$ cat src/rtl/pktreg_pkg.sv
package pktreg_pkg;

    localparam int          WORD_W      = 32;
    localparam int          ADDR_W      = 22;          // word index field, bits 23:2
    localparam logic [3:0]  SLAVE_TYPE  = 4'b0010;
    localparam logic [23:0] RESP_LEN    = 24'd1;

    typedef enum logic [1:0] {
        C_IDLE,
        C_CMD,
        C_WDATA,
        C_RESP
    } ctrl_state_e;

    typedef enum logic [1:0] {
        R_IDLE,
        R_WAIT,
        R_HDR,
        R_DAT
    } resp_state_e;

endpackage

$ cat src/rtl/pktreg_ctrl.sv
module pktreg_ctrl
    import pktreg_pkg::*;
(
    input  logic              clk,
    input  logic              rst_n,
    input  logic [WORD_W-1:0] in_data,
    input  logic              in_en,
    input  logic              in_sop,
    input  logic              in_eop,
    input  logic              resp_last,
    output logic              wr_en,
    output logic [ADDR_W-1:0] wr_addr,
    output logic              rd_start,
    output logic [ADDR_W-1:0] rd_addr,
    output logic [3:0]        tag,
    output logic              in_busy
);

    typedef struct packed {
        ctrl_state_e       state;
        logic [3:0]        tag;
        logic [ADDR_W-1:0] addr;
    } ctrl_regs_t;

    ctrl_regs_t r_q, r_d;

    logic [1:0] unused_low_bits;
    assign unused_low_bits = in_data[1:0];

    always_comb begin
        r_d      = r_q;
        wr_en    = 1'b0;
        rd_start = 1'b0;
        unique case (r_q.state)
            C_IDLE: begin
                if (in_en && in_sop && !in_eop && in_data[31:28] == SLAVE_TYPE) begin
                    r_d.tag   = in_data[27:24];
                    r_d.state = C_CMD;
                end
            end
            C_CMD: begin
                if (in_en) begin
                    r_d.addr = in_data[23:2];
                    if (in_data[31]) begin
                        r_d.state = in_eop ? C_IDLE : C_WDATA;
                    end else begin
                        rd_start  = 1'b1;
                        r_d.state = C_RESP;
                    end
                end
            end
            C_WDATA: begin
                if (in_en) begin
                    wr_en     = 1'b1;
                    r_d.state = C_IDLE;
                end
            end
            C_RESP: begin
                if (resp_last) begin
                    r_d.state = C_IDLE;
                end
            end
            default: r_d.state = C_IDLE;
        endcase
    end

    always_ff @(posedge clk or negedge rst_n) begin
        if (!rst_n) begin
            r_q <= '{state: C_IDLE, tag: '0, addr: '0};
        end else begin
            r_q <= r_d;
        end
    end

    assign wr_addr = r_q.addr;
    assign rd_addr = in_data[23:2];
    assign tag     = r_q.tag;
    assign in_busy = (r_q.state == C_RESP);

    // a beat without start-of-packet leaves an idle decoder idle
    a_r3_no_decode_without_sop: assert property (@(posedge clk) disable iff (!rst_n)
        (r_q.state == C_IDLE && !in_sop) |=> (r_q.state == C_IDLE));

endmodule

$ cat src/rtl/pktreg_store.sv
module pktreg_store
    import pktreg_pkg::*;
#(
    parameter int NUM_REGS = 16
) (
    input  logic              clk,
    input  logic              rst_n,
    input  logic              wr_en,
    input  logic [ADDR_W-1:0] wr_addr,
    input  logic [WORD_W-1:0] wr_data,
    input  logic [ADDR_W-1:0] rd_addr,
    output logic [WORD_W-1:0] rd_data
);

    localparam int IDX_W = (NUM_REGS > 1) ? $clog2(NUM_REGS) : 1;

    logic [WORD_W-1:0]   regs_q [NUM_REGS];
    logic [WORD_W-1:0]   regs_d [NUM_REGS];
    logic [NUM_REGS-1:0] hit;

    for (genvar i = 0; i < NUM_REGS; i++) begin : g_reg
        assign hit[i] = wr_en && (wr_addr == ADDR_W'(i));

        always_comb begin
            regs_d[i] = hit[i] ? wr_data : regs_q[i];
        end

        always_ff @(posedge clk or negedge rst_n) begin
            if (!rst_n) begin
                regs_q[i] <= '0;
            end else begin
                regs_q[i] <= regs_d[i];
            end
        end
    end

    logic rd_in_range;
    assign rd_in_range = (rd_addr < ADDR_W'(NUM_REGS));
    assign rd_data     = rd_in_range ? regs_q[rd_addr[IDX_W-1:0]] : '0;

    // a write updates at most one register
    a_r4_single_target: assert property (@(posedge clk) disable iff (!rst_n)
        $onehot0(hit));

endmodule

$ cat src/rtl/pktreg_resp.sv
module pktreg_resp
    import pktreg_pkg::*;
(
    input  logic              clk,
    input  logic              rst_n,
    input  logic              start,
    input  logic [3:0]        tag,
    input  logic [WORD_W-1:0] rd_data,
    input  logic              out_busy,
    output logic              out_req,
    output logic [WORD_W-1:0] out_data,
    output logic              out_en,
    output logic              out_eop,
    output logic              last
);

    typedef struct packed {
        resp_state_e       state;
        logic [3:0]        tag;
        logic [WORD_W-1:0] data;
    } resp_regs_t;

    resp_regs_t r_q, r_d;

    always_comb begin
        r_d = r_q;
        unique case (r_q.state)
            R_IDLE: begin
                if (start) begin
                    r_d.tag   = tag;
                    r_d.data  = rd_data;
                    r_d.state = R_WAIT;
                end
            end
            R_WAIT:  if (!out_busy) r_d.state = R_HDR;
            R_HDR:   r_d.state = R_DAT;
            R_DAT:   r_d.state = R_IDLE;
            default: r_d.state = R_IDLE;
        endcase
    end

    always_ff @(posedge clk or negedge rst_n) begin
        if (!rst_n) begin
            r_q <= '{state: R_IDLE, tag: '0, data: '0};
        end else begin
            r_q <= r_d;
        end
    end

    assign out_req  = (r_q.state != R_IDLE);
    assign out_en   = (r_q.state == R_HDR) || (r_q.state == R_DAT);
    assign out_eop  = (r_q.state == R_DAT);
    assign last     = (r_q.state == R_DAT);
    assign out_data = (r_q.state == R_DAT)  ? r_q.data :
                      (r_q.state == R_IDLE) ? '0 :
                      {SLAVE_TYPE, r_q.tag, RESP_LEN};

    // the header only follows a waiting cycle with downstream not busy
    a_r6_hdr_after_ready: assert property (@(posedge clk) disable iff (!rst_n)
        (r_q.state == R_HDR) |-> $past(r_q.state == R_WAIT && !out_busy));

    // the data beat directly follows the header beat
    a_r6_data_follows_hdr: assert property (@(posedge clk) disable iff (!rst_n)
        (r_q.state == R_HDR) |=> (out_en && out_eop));

    // while held back, the request stays up and the word stays steady
    a_r6_hold_while_busy: assert property (@(posedge clk) disable iff (!rst_n)
        (r_q.state == R_WAIT && out_busy) |=> (out_req && $stable(out_data)));

    // end-of-packet only accompanies a valid beat
    a_r7_eop_with_en: assert property (@(posedge clk) disable iff (!rst_n)
        out_eop |-> out_en);

endmodule

$ cat src/rtl/pktreg_slave.sv
module pktreg_slave
    import pktreg_pkg::*;
#(
    parameter int NUM_REGS = 16
) (
    input  logic        clk,
    input  logic        rst_n,
    input  logic [31:0] in_data,
    input  logic        in_en,
    input  logic        in_sop,
    input  logic        in_eop,
    output logic        in_busy,
    output logic        out_req,
    output logic [31:0] out_data,
    output logic        out_en,
    output logic        out_eop,
    input  logic        out_busy
);

    logic              wr_en;
    logic [ADDR_W-1:0] wr_addr;
    logic              rd_start;
    logic [ADDR_W-1:0] rd_addr;
    logic [3:0]        tag;
    logic [WORD_W-1:0] rd_data;
    logic              resp_last;

    pktreg_ctrl u_ctrl (
        .clk       (clk),
        .rst_n     (rst_n),
        .in_data   (in_data),
        .in_en     (in_en),
        .in_sop    (in_sop),
        .in_eop    (in_eop),
        .resp_last (resp_last),
        .wr_en     (wr_en),
        .wr_addr   (wr_addr),
        .rd_start  (rd_start),
        .rd_addr   (rd_addr),
        .tag       (tag),
        .in_busy   (in_busy)
    );

    pktreg_store #(.NUM_REGS(NUM_REGS)) u_store (
        .clk     (clk),
        .rst_n   (rst_n),
        .wr_en   (wr_en),
        .wr_addr (wr_addr),
        .wr_data (in_data),
        .rd_addr (rd_addr),
        .rd_data (rd_data)
    );

    pktreg_resp u_resp (
        .clk      (clk),
        .rst_n    (rst_n),
        .start    (rd_start),
        .tag      (tag),
        .rd_data  (rd_data),
        .out_busy (out_busy),
        .out_req  (out_req),
        .out_data (out_data),
        .out_en   (out_en),
        .out_eop  (out_eop),
        .last     (resp_last)
    );

    // upstream is held off whenever a response is outstanding
    a_r8_busy_covers_resp: assert property (@(posedge clk) disable iff (!rst_n)
        out_req |-> in_busy);

endmodule

$ cat config.mk
export PLATFORM = sky130hd
export DESIGN_NAME = pktreg_slave
export DESIGN_NICKNAME = d
export VERILOG_FILES = /design/src/rtl/pktreg_pkg.sv /design/src/rtl/pktreg_ctrl.sv /design/src/rtl/pktreg_store.sv /design/src/rtl/pktreg_resp.sv /design/src/rtl/pktreg_slave.sv
export SDC_FILE = /design/constraint.sdc
export NUM_CORES = 1
export LEC_CHECK = 0
export BUFFER_PORTS_ARGS = -buffer_cell sky130_fd_sc_hd__buf_2
export CAP_MARGIN = 20
export CORE_ASPECT_RATIO = 0.5
export CORE_MARGIN = 4
export CORE_UTILIZATION = 65
export CTS_BUF_LIST = sky130_fd_sc_hd__clkbuf_8
export CTS_CLUSTER_DIAMETER = 40
export DETAILED_ROUTE_END_ITERATION = 8
export PLACE_DENSITY = 0.83
export SYNTH_ARGS = -nofsm -noshare
export SYNTH_HDL_FRONTEND = slang
export SYNTH_HIERARCHICAL = 1
export SYNTH_SLANG_ARGS = --single-unit
$ cat constraint.sdc
create_clock -name clk -period 2.9 [get_ports clk]
set_clock_uncertainty 0.05 [all_clocks]
set_input_delay 0.145 -clock clk [delete_from_list [all_inputs] [get_ports clk]]
set_output_delay 0.145 -clock clk [all_outputs]
set_load 0.01 [all_outputs]
==> results.md, run 1 <==
- In this design, the stage delay of the slowest critical-path cell is 0.57 ns.
- The analysis attributes to cell leakage a power of 15.1 nW.
- Cell internal power was estimated by the tool at 0.0118 W.
- The setup total negative slack is 0 ns.
- The number of antenna diodes is 0.
- In the routed design, unresolved DRC markers number 0.
- In this run, synthesis produced a sequential element count of 578.
- By instance count, the leading cell after synthesis is dfrtp_1.
- The timing-limited maximum frequency is 0.364 GHz.
- For the pin with the worst max-slew slack, the measured transition is 0.861 ns.
- The via count of the first global-routing pass is 17000.
- The net count of the finished layout is 1800.
- The number of antenna violations at the first check in global routing came to 0.
- The worst setup path is launched from a flop.
- The post-detailed-placement half-perimeter wirelength is 38.6 mm.
- The number of maximum-capacitance violations is 0.
- When the netlist entered floorplanning its net count stood at 1714.
- The row count is 52.
- The number of pins with negative max-slew slack in the final report is 0.
- The signal on the critical path passes through nor4_1 > buf_4 > nand4_1 > buf_4 > nor4_4 > buf_12 > mux2_2.
- The switching power as a share of total power is 0.249.
- The slowest stage of the critical path is the nor4_4 cell.
- The placement-stage cell area is 0.0279 mm².
- The initial standard-cell utilization of the core is 0.665.
- The pre-antenna-repair detailed-routing pass consisted of 5 iterations.
- The leading register cell type out of synthesis is dfrtp_1.
- The clock transition at the registers of the reported paths is 0.07 ns.
- In the final layout, the share of cells above drive strength 1 is 0.510.
- The total CTS buffers is 80.
- The area share of the largest cell type after synthesis is 0.532.
- The critical path capture point type is a flop.
- For met2 alone, demand over resource in global routing was 0.448.
- The placer congestion estimate is 0.813.
- Using the TritonRoute via totals, the vias-per-cell ratio works out to 6.42.
- The first global-routing pass estimated 98.1 mm of wire.
- From synthesis to final layout, the design area changed by 9.68%.
- The number of antenna-violating nets in the routed design is 0.
- Of the total power, registers draw 0.528.
- The area of the core is 0.0409 mm².
- The run finished with clean final reports.
- The class of the tightest hold or removal check is input port to async pin.
- VDD sags by at most 0.270 mV.
- The cell area power density is 525 mW/mm².
- Ranked by total cell area, the synthesized netlist is headed by dfrtp_1 53%, mux2_2 17%, mux4_2 11%.
- The aggregate global routing overflow is 0.
- The number of buffers added on ports is 73.
- The post-route fraction of the period consumed by the critical path is 0.947.
- The highest fanout seen on the critical path is 16.
- For the worst setup path, the data required time is 3.36 ns.
- After synthesis the cells add up to 0.0272 mm².
- The cell type contributing the most total cell area after synthesis is dfrtp_1.
- Dividing the detail-routed wire length by the instance count gives 26.2 µm.
- The met3 track demand over resource in global routing is 0.0648.
- The register area share after synthesis is 0.532.
- By startpoint and endpoint, the worst setup path is classified as flop to flop.
- The time the worst path needs with I/O delays and setup is 2.75 ns.
- The gate count of the mapped netlist is 1670.
- The clock network fraction of design power is 0.392.
- The total buffers and inverters traversed by the critical path is 3.
- The detailed-route wire length is 61.7 mm.
- The combinational share of power is 0.080.
- In this run the power spent charging and discharging nets is 0.00390 W.
- The clock root buffer master is clkbuf_8.
- Averaged over all synthesized cells, the footprint is 16.3 µm².
- For met1 alone, demand over resource in global routing was 0.387.
- Setup repair after global routing left no endpoint under its margin.
- The number of enable-type register cells in the synthesized netlist is 0.
- The violation count after the first detailed-route iteration is 1070.
- The summed area of non-filler cells in the final layout is 0.0298 mm².
- The number of placed I/O pins is 74.
- The total routing usage reported by global routing is 0.278.
- Of all flip-flops after synthesis, the portion carrying an async set or reset was 1.00.
- The count of endpoints failing hold in the final timing report was 0.
- The deepest level of the CTS H-tree is 3.
- Counting instances in the post-synthesis netlist gives the leading cell types as 578 x dfrtp_1, 412 x mux2_2, 128 x mux4_2, 94 x mux2_4, 69 x mux2_1.
- The remaining max-slew budget at the tightest pin is 0.426.
- The die outline width is 297 µm.
- The maximum number of buffers from clock root to sink is 3.
- The clock latency at the later pin of the worst-skew pair is 0.64 ns.
- The floorplan die height is 153 µm.
- Data on the critical path arrives at its endpoint at 3.21 ns.
- The most crowded layer after global routing is met2.
- The cell occurring most often along the worst timing path is buf_4.
- The largest net degree at the start of global routing is 92.
- The number of different library cells used by synthesis comes to 47.
- The count of vias placed by the detailed router is 15100.
- The cell family contributing the most delay on the critical path is simple AND/OR/NAND/NOR gates.
- For this run, the number of Yosys warnings is 6.
- The number of sinks handled by clock tree synthesis is 578.
- The number of setup violations in the final report is 0.
- The die covers 0.0453 mm².
- The TritonCTS clock tree is yes.
layout by cell type, fill, tap and decap left out, types with 5 or more instances in the layout:
cell / n
o22ai_1: 32
clkinv_2: 6
inv_1: 30
nand2_1: 6
mux2_1: 69
buf_4: 58
clkbuf_8: 101
buf_2: 69
nor4_4: 10
mux2i_1: 66
ha_1: 6
buf_12: 21
mux2_2: 412
mux4_2: 128
dlygate4sd3_1: 36
dfrtp_1: 578
mux2_4: 94
nor2_1: 5
and2_1: 26
nand2b_1: 5
sequential cells by signal, summed over array words and instances (netlist names):
| name | flops |
|---|---|
| u_ctrl/r_q | 2 |
| u_ctrl/tag | 4 |
| u_resp/r_q | 38 |
| u_store/regs_q | 512 |
| u_ctrl/wr_addr | 22 |
kinds of logic after synthesis:
group | count (synthesis) | share of synthesized area
AOI/OAI and AO/OA | 44 | 0.0104
muxes | 769 | 0.382
buffers and inverters | 189 | 0.0459
adders and majority gates | 6 | 0.00276
and+or+nand+nor | 84 | 0.0267
DFF | 578 | 0.532
worst paths after layout:
check                           slack, ns  cells after the start                 from                   to
worst min register to register       0.44                      1  u_store/regs_q[342]  u_store/regs_q[342]
worst max-delay path                 0.15                      7   u_ctrl/wr_addr[10]  u_store/regs_q[215]
worst max register to register       0.15                      7   u_ctrl/wr_addr[10]  u_store/regs_q[215]
min in group clk                     0.04                      3           in_data[5]  u_store/regs_q[389]
max in group asynchronous            1.85                      3                rst_n        u_ctrl/tag[1]
worst min-delay path                 0.02                      2                rst_n  u_store/regs_q[191]
power groups by stage:
stage	Sequential, W	Combinational (W)	Clock [W]
after floorplan	0.00838	0.000786	0
after global placement	0.00840	0.00115	0
after detailed placement	0.00841	0.00121	0
after CTS	0.00826	0.00125	0.00628
after global routing	0.00827	0.00135	0.00665
final	0.00827	0.00125	0.00614
metal layers:
metal,share of wire,up-vias,wire [µm]
li1,-,6306,-
met1,0.43,8249,26700
met2,0.48,442,29800
met3,0.061,114,3790
met4,0.023,0,1410
met5,0,-,0
worst register-to-register path: cells and delay by family, from the launching register on:
family	cells	cell delay [ns]
multiplexers	1	0.37
AND/OR/NAND/NOR	3	1.08
buffers and inverters	3	0.74
flip-flops	1	0.38
through the flow:
stage | std cells | total power, W | util | hold slack [ns] | worst slack (ns)
floorplan | 1670 | 0.00916 | - | -0.201 | 0.467
CTS | 2352 | 0.0158 | 0.729 | 0.00112 | 0.133
detailed placement | 2178 | 0.00962 | 0.682 | 0.100 | 0.169
finish | 2352 | 0.0157 | 0.729 | 0.0191 | 0.154
global route | 2352 | 0.0163 | 0.729 | 0.0271 | 0.0106
global placement | 2178 | 0.00954 | 0.682 | 0.107 | 0.245
final cells by class:
class | count | area, µm²
inverter | 6 | 22.5
fill | 2407 | 11100
timing repair buffer | 187 | 1600
multi-input combinational | 903 | 11500
tap | 540 | 676
clock inverter | 38 | 185
sequential | 578 | 14500
clock buffer | 100 | 1380
timing repair:
item                       4_1_cts  5_1_grt
setup endpoints to repair        0        3
buffers inserted                 0        0
gates resized for setup          0        0
hold buffers                    36        0
hold endpoints to repair       809        0
Power figures use the tool's default switching activity.
==> run 2, diff against run 1 <==
--- a/config.mk
+++ b/config.mk
@@ -13,7 +13,7 @@
 export CTS_BUF_LIST = sky130_fd_sc_hd__clkbuf_8
 export CTS_CLUSTER_DIAMETER = 40
 export DETAILED_ROUTE_END_ITERATION = 8
-export PLACE_DENSITY = 0.83
+export PLACE_DENSITY = 0.81
 export SYNTH_ARGS = -nofsm -noshare
 export SYNTH_HDL_FRONTEND = slang
 export SYNTH_HIERARCHICAL = 1
==> constraint.sdc (replaced) <==
create_clock -name clk -period 3 [get_ports clk]
set_clock_uncertainty 0.05 [all_clocks]
set_input_delay 0.15 -clock clk [delete_from_list [all_inputs] [get_ports clk]]
set_output_delay 0.15 -clock clk [all_outputs]
set_load 0.01 [all_outputs]
==> results.md, run 2 (synthesis results as in run 1) <==
- The most common cell after layout, fill and taps aside is dfrtp_1.
- For the worst-skew pair, the clock arrives at the later sink with an insertion delay of 0.66 ns.
- The category of the most critical setup path is flop to flop.
- The deepest level of the CTS H-tree is 3.
- Timing would allow up to 0.355 GHz.
- Setup repair after global routing left no endpoint under its margin.
- The detailed-route wire length is 62.3 mm.
- The fraction of layout cells with a size suffix above 1 is 0.507.
- In this run, CTS created clock tree buffers numbering 80.
- The largest net degree at the start of global routing is 87.
- The post-place setup slack is 0.247 ns.
- IR analysis of the VDD net gives a maximum drop of 0.297 mV.
- The class of the tightest hold or removal check is input port to flop.
- The number of antenna violations at the first check in global routing is 1.
- The TritonCTS clock tree is yes.
- The number of antenna diodes in the final layout is 0.
- The worst pin sits at a relative slew slack of 0.435.
- The number of setup violations in the final report is 0.
- The fraction of the core area covered by cells at the end of the flow is 0.732.
- In this run the deepest clock path goes through 3 buffers.
- In the finished design, the share of the clock period the worst path needs comes to 0.938.
- The cell sitting at the root of the clock tree is a clkbuf_8.
- After layout, the design draws a total of 0.0153 W.
- The total setup buffers inserted after CTS is 0.
- In this run the static leakage power is 15.1 nW.
- For this design the top-level I/O count stands at 74.
- The initial standard-cell utilization of the core is 0.665.
- The highest fanout seen on the critical path is 22.
- The type of element launching the critical path is a flop.
- The row count is 52.
- The core region is 0.0409 mm².
- The routed via count divided by cell count is 6.42.
- The pin slew with the least headroom to its limit is 0.848 ns.
- The wire length of the first global-routing pass is 99.1 mm.
- Global routing finished with a remaining overflow of 0.
- For this run, the total global-route usage over all layers was measured as 0.283.
- The time the worst path needs with I/O delays and setup is 2.82 ns.
- The run finished with clean final reports.
- The die is 153 µm tall.
- The die area is 0.0453 mm².
- The count of endpoints failing hold in the final timing report is 0.
- For this design the ratio of total power to cell area is 513 mW/mm².
- The finished cells cover 0.0299 mm².
- In this run the horizontal extent of the chip is 297 µm.
- The post-detailed-placement half-perimeter wirelength is 38.6 mm.
- STA classifies the critical path endpoint as a flop.
- The number of buffers added on ports is 73.
- Across the run, the number of max-cap violations was 0.
- Summing all multi-input logic gate instances after layout gives 0.0115 mm².
- Detailed routing inserted a total of 15100 vias.
- Relative to the synthesized area, the layout overhead comes to 10.1%.
- Summing all flip-flop and latch instances after layout gives 0.0145 mm².
- The placer congestion estimate is 0.829.
- In this run, the number of DRC markers left after iteration 0 of detailed routing was 1009.
- The net count of the finished layout is 1793.
- The placement-stage cell area is 0.0279 mm².
- In the layout the commonest cells are 578 x dfrtp_1, 412 x mux2_2, 128 x mux4_2.
- The number of pins with negative max-slew slack in the final report was 0.
- The detail route stage leaves a number of antenna-violating nets equal to 0.
- The final worst setup slack is 0.185 ns.
- The register with the most flip-flops is u_store/regs_q.
- The setup total negative slack is 0 ns.
- The required arrival time at the worst endpoint is 3.46 ns.
- The first detailed-routing pass ran for 5 iterations.
- The wire length per cell is 26.5 µm.
- The register with the most flip-flops in the layout has 512 of them.
- The clock drives 578 sinks.
- The via count of the first global-routing pass is 16800.
- The layout has 2448 filler cells.
- The number of DRC violations after detailed routing is 0.
- The endpoint arrival time on the critical path is 3.27 ns.
- Clock-pin slew was measured on the worst setup and hold paths at 0.07 ns.
- In this run, post-CTS repair resized a total of 0 instances.
run 2: timing repair:
| action | 4_1_cts | 5_1_grt |
|---|---|---|
| hold endpoints to repair | 582 | 0 |
| hold buffers | 34 | 0 |
| setup endpoints to repair | 0 | 0 |
run 2: through the flow:
stage | cells | hold WS (ns)
CTS | 2348 | 0.00167
global placement | 2173 | 0.152
floorplan | 1670 | -0.196
detailed placement | 2173 | 0.165
global route | 2348 | 0.0222
finish | 2348 | 0.0300
run 2: area by class of cell:
class	instances	area share
clock buffer	106	0.0488
clock inverter	35	0.00577
inverter	6	0.000753
multi-input combinational	903	0.383
sequential	578	0.483
tap	540	0.0226
timing repair buffer	180	0.0554
run 2: report_power, final:
group | switching, W | total (W) | internal, W
Sequential | 0.0000858 | 0.00799 | 0.00791
Clock | 0.00294 | 0.00617 | 0.00323
Combinational | 0.000742 | 0.00118 | 0.000441
Total | 0.00377 | 0.0153 | 0.0116
run 2: layer usage:
| metal | vias to the layer above | track usage | part of all wire |
|---|---|---|---|
| met3 | 101 | 0.0560 | 0.059 |
| met4 | 2 | 0.0839 | 0.023 |
| met5 | - | 0 | 0.00021 |
| met1 | 8239 | 0.399 | 0.43 |
| met2 | 421 | 0.457 | 0.49 |
| li1 | 6303 | - | - |
run 2: final timing paths:
| kind | depth (start not counted) | from | to | slack, ns |
|---|---|---|---|---|
| max | 7 | u_ctrl/wr_addr[10] | u_store/regs_q[218] | 0.18 |
| min | 3 | in_data[23] | u_store/regs_q[343] | 0.03 |
| max reg2reg | 7 | u_ctrl/wr_addr[10] | u_store/regs_q[218] | 0.18 |
| min reg2reg | 1 | u_store/regs_q[349] | u_store/regs_q[349] | 0.43 |
| max in group asynchronous | 3 | rst_n | u_store/regs_q[487] | 1.87 |
| min in group asynchronous | 2 | rst_n | u_ctrl/tag[1] | 0.06 |
run 2: critical path, stage by stage, from the launching register on:
cell	delay, ns
dfrtp_1	0.38
nor4_1	0.48
buf_4	0.20
nand4_1	0.15
buf_4	0.28
nor4_4	0.45
buf_12	0.29
mux2_2	0.37
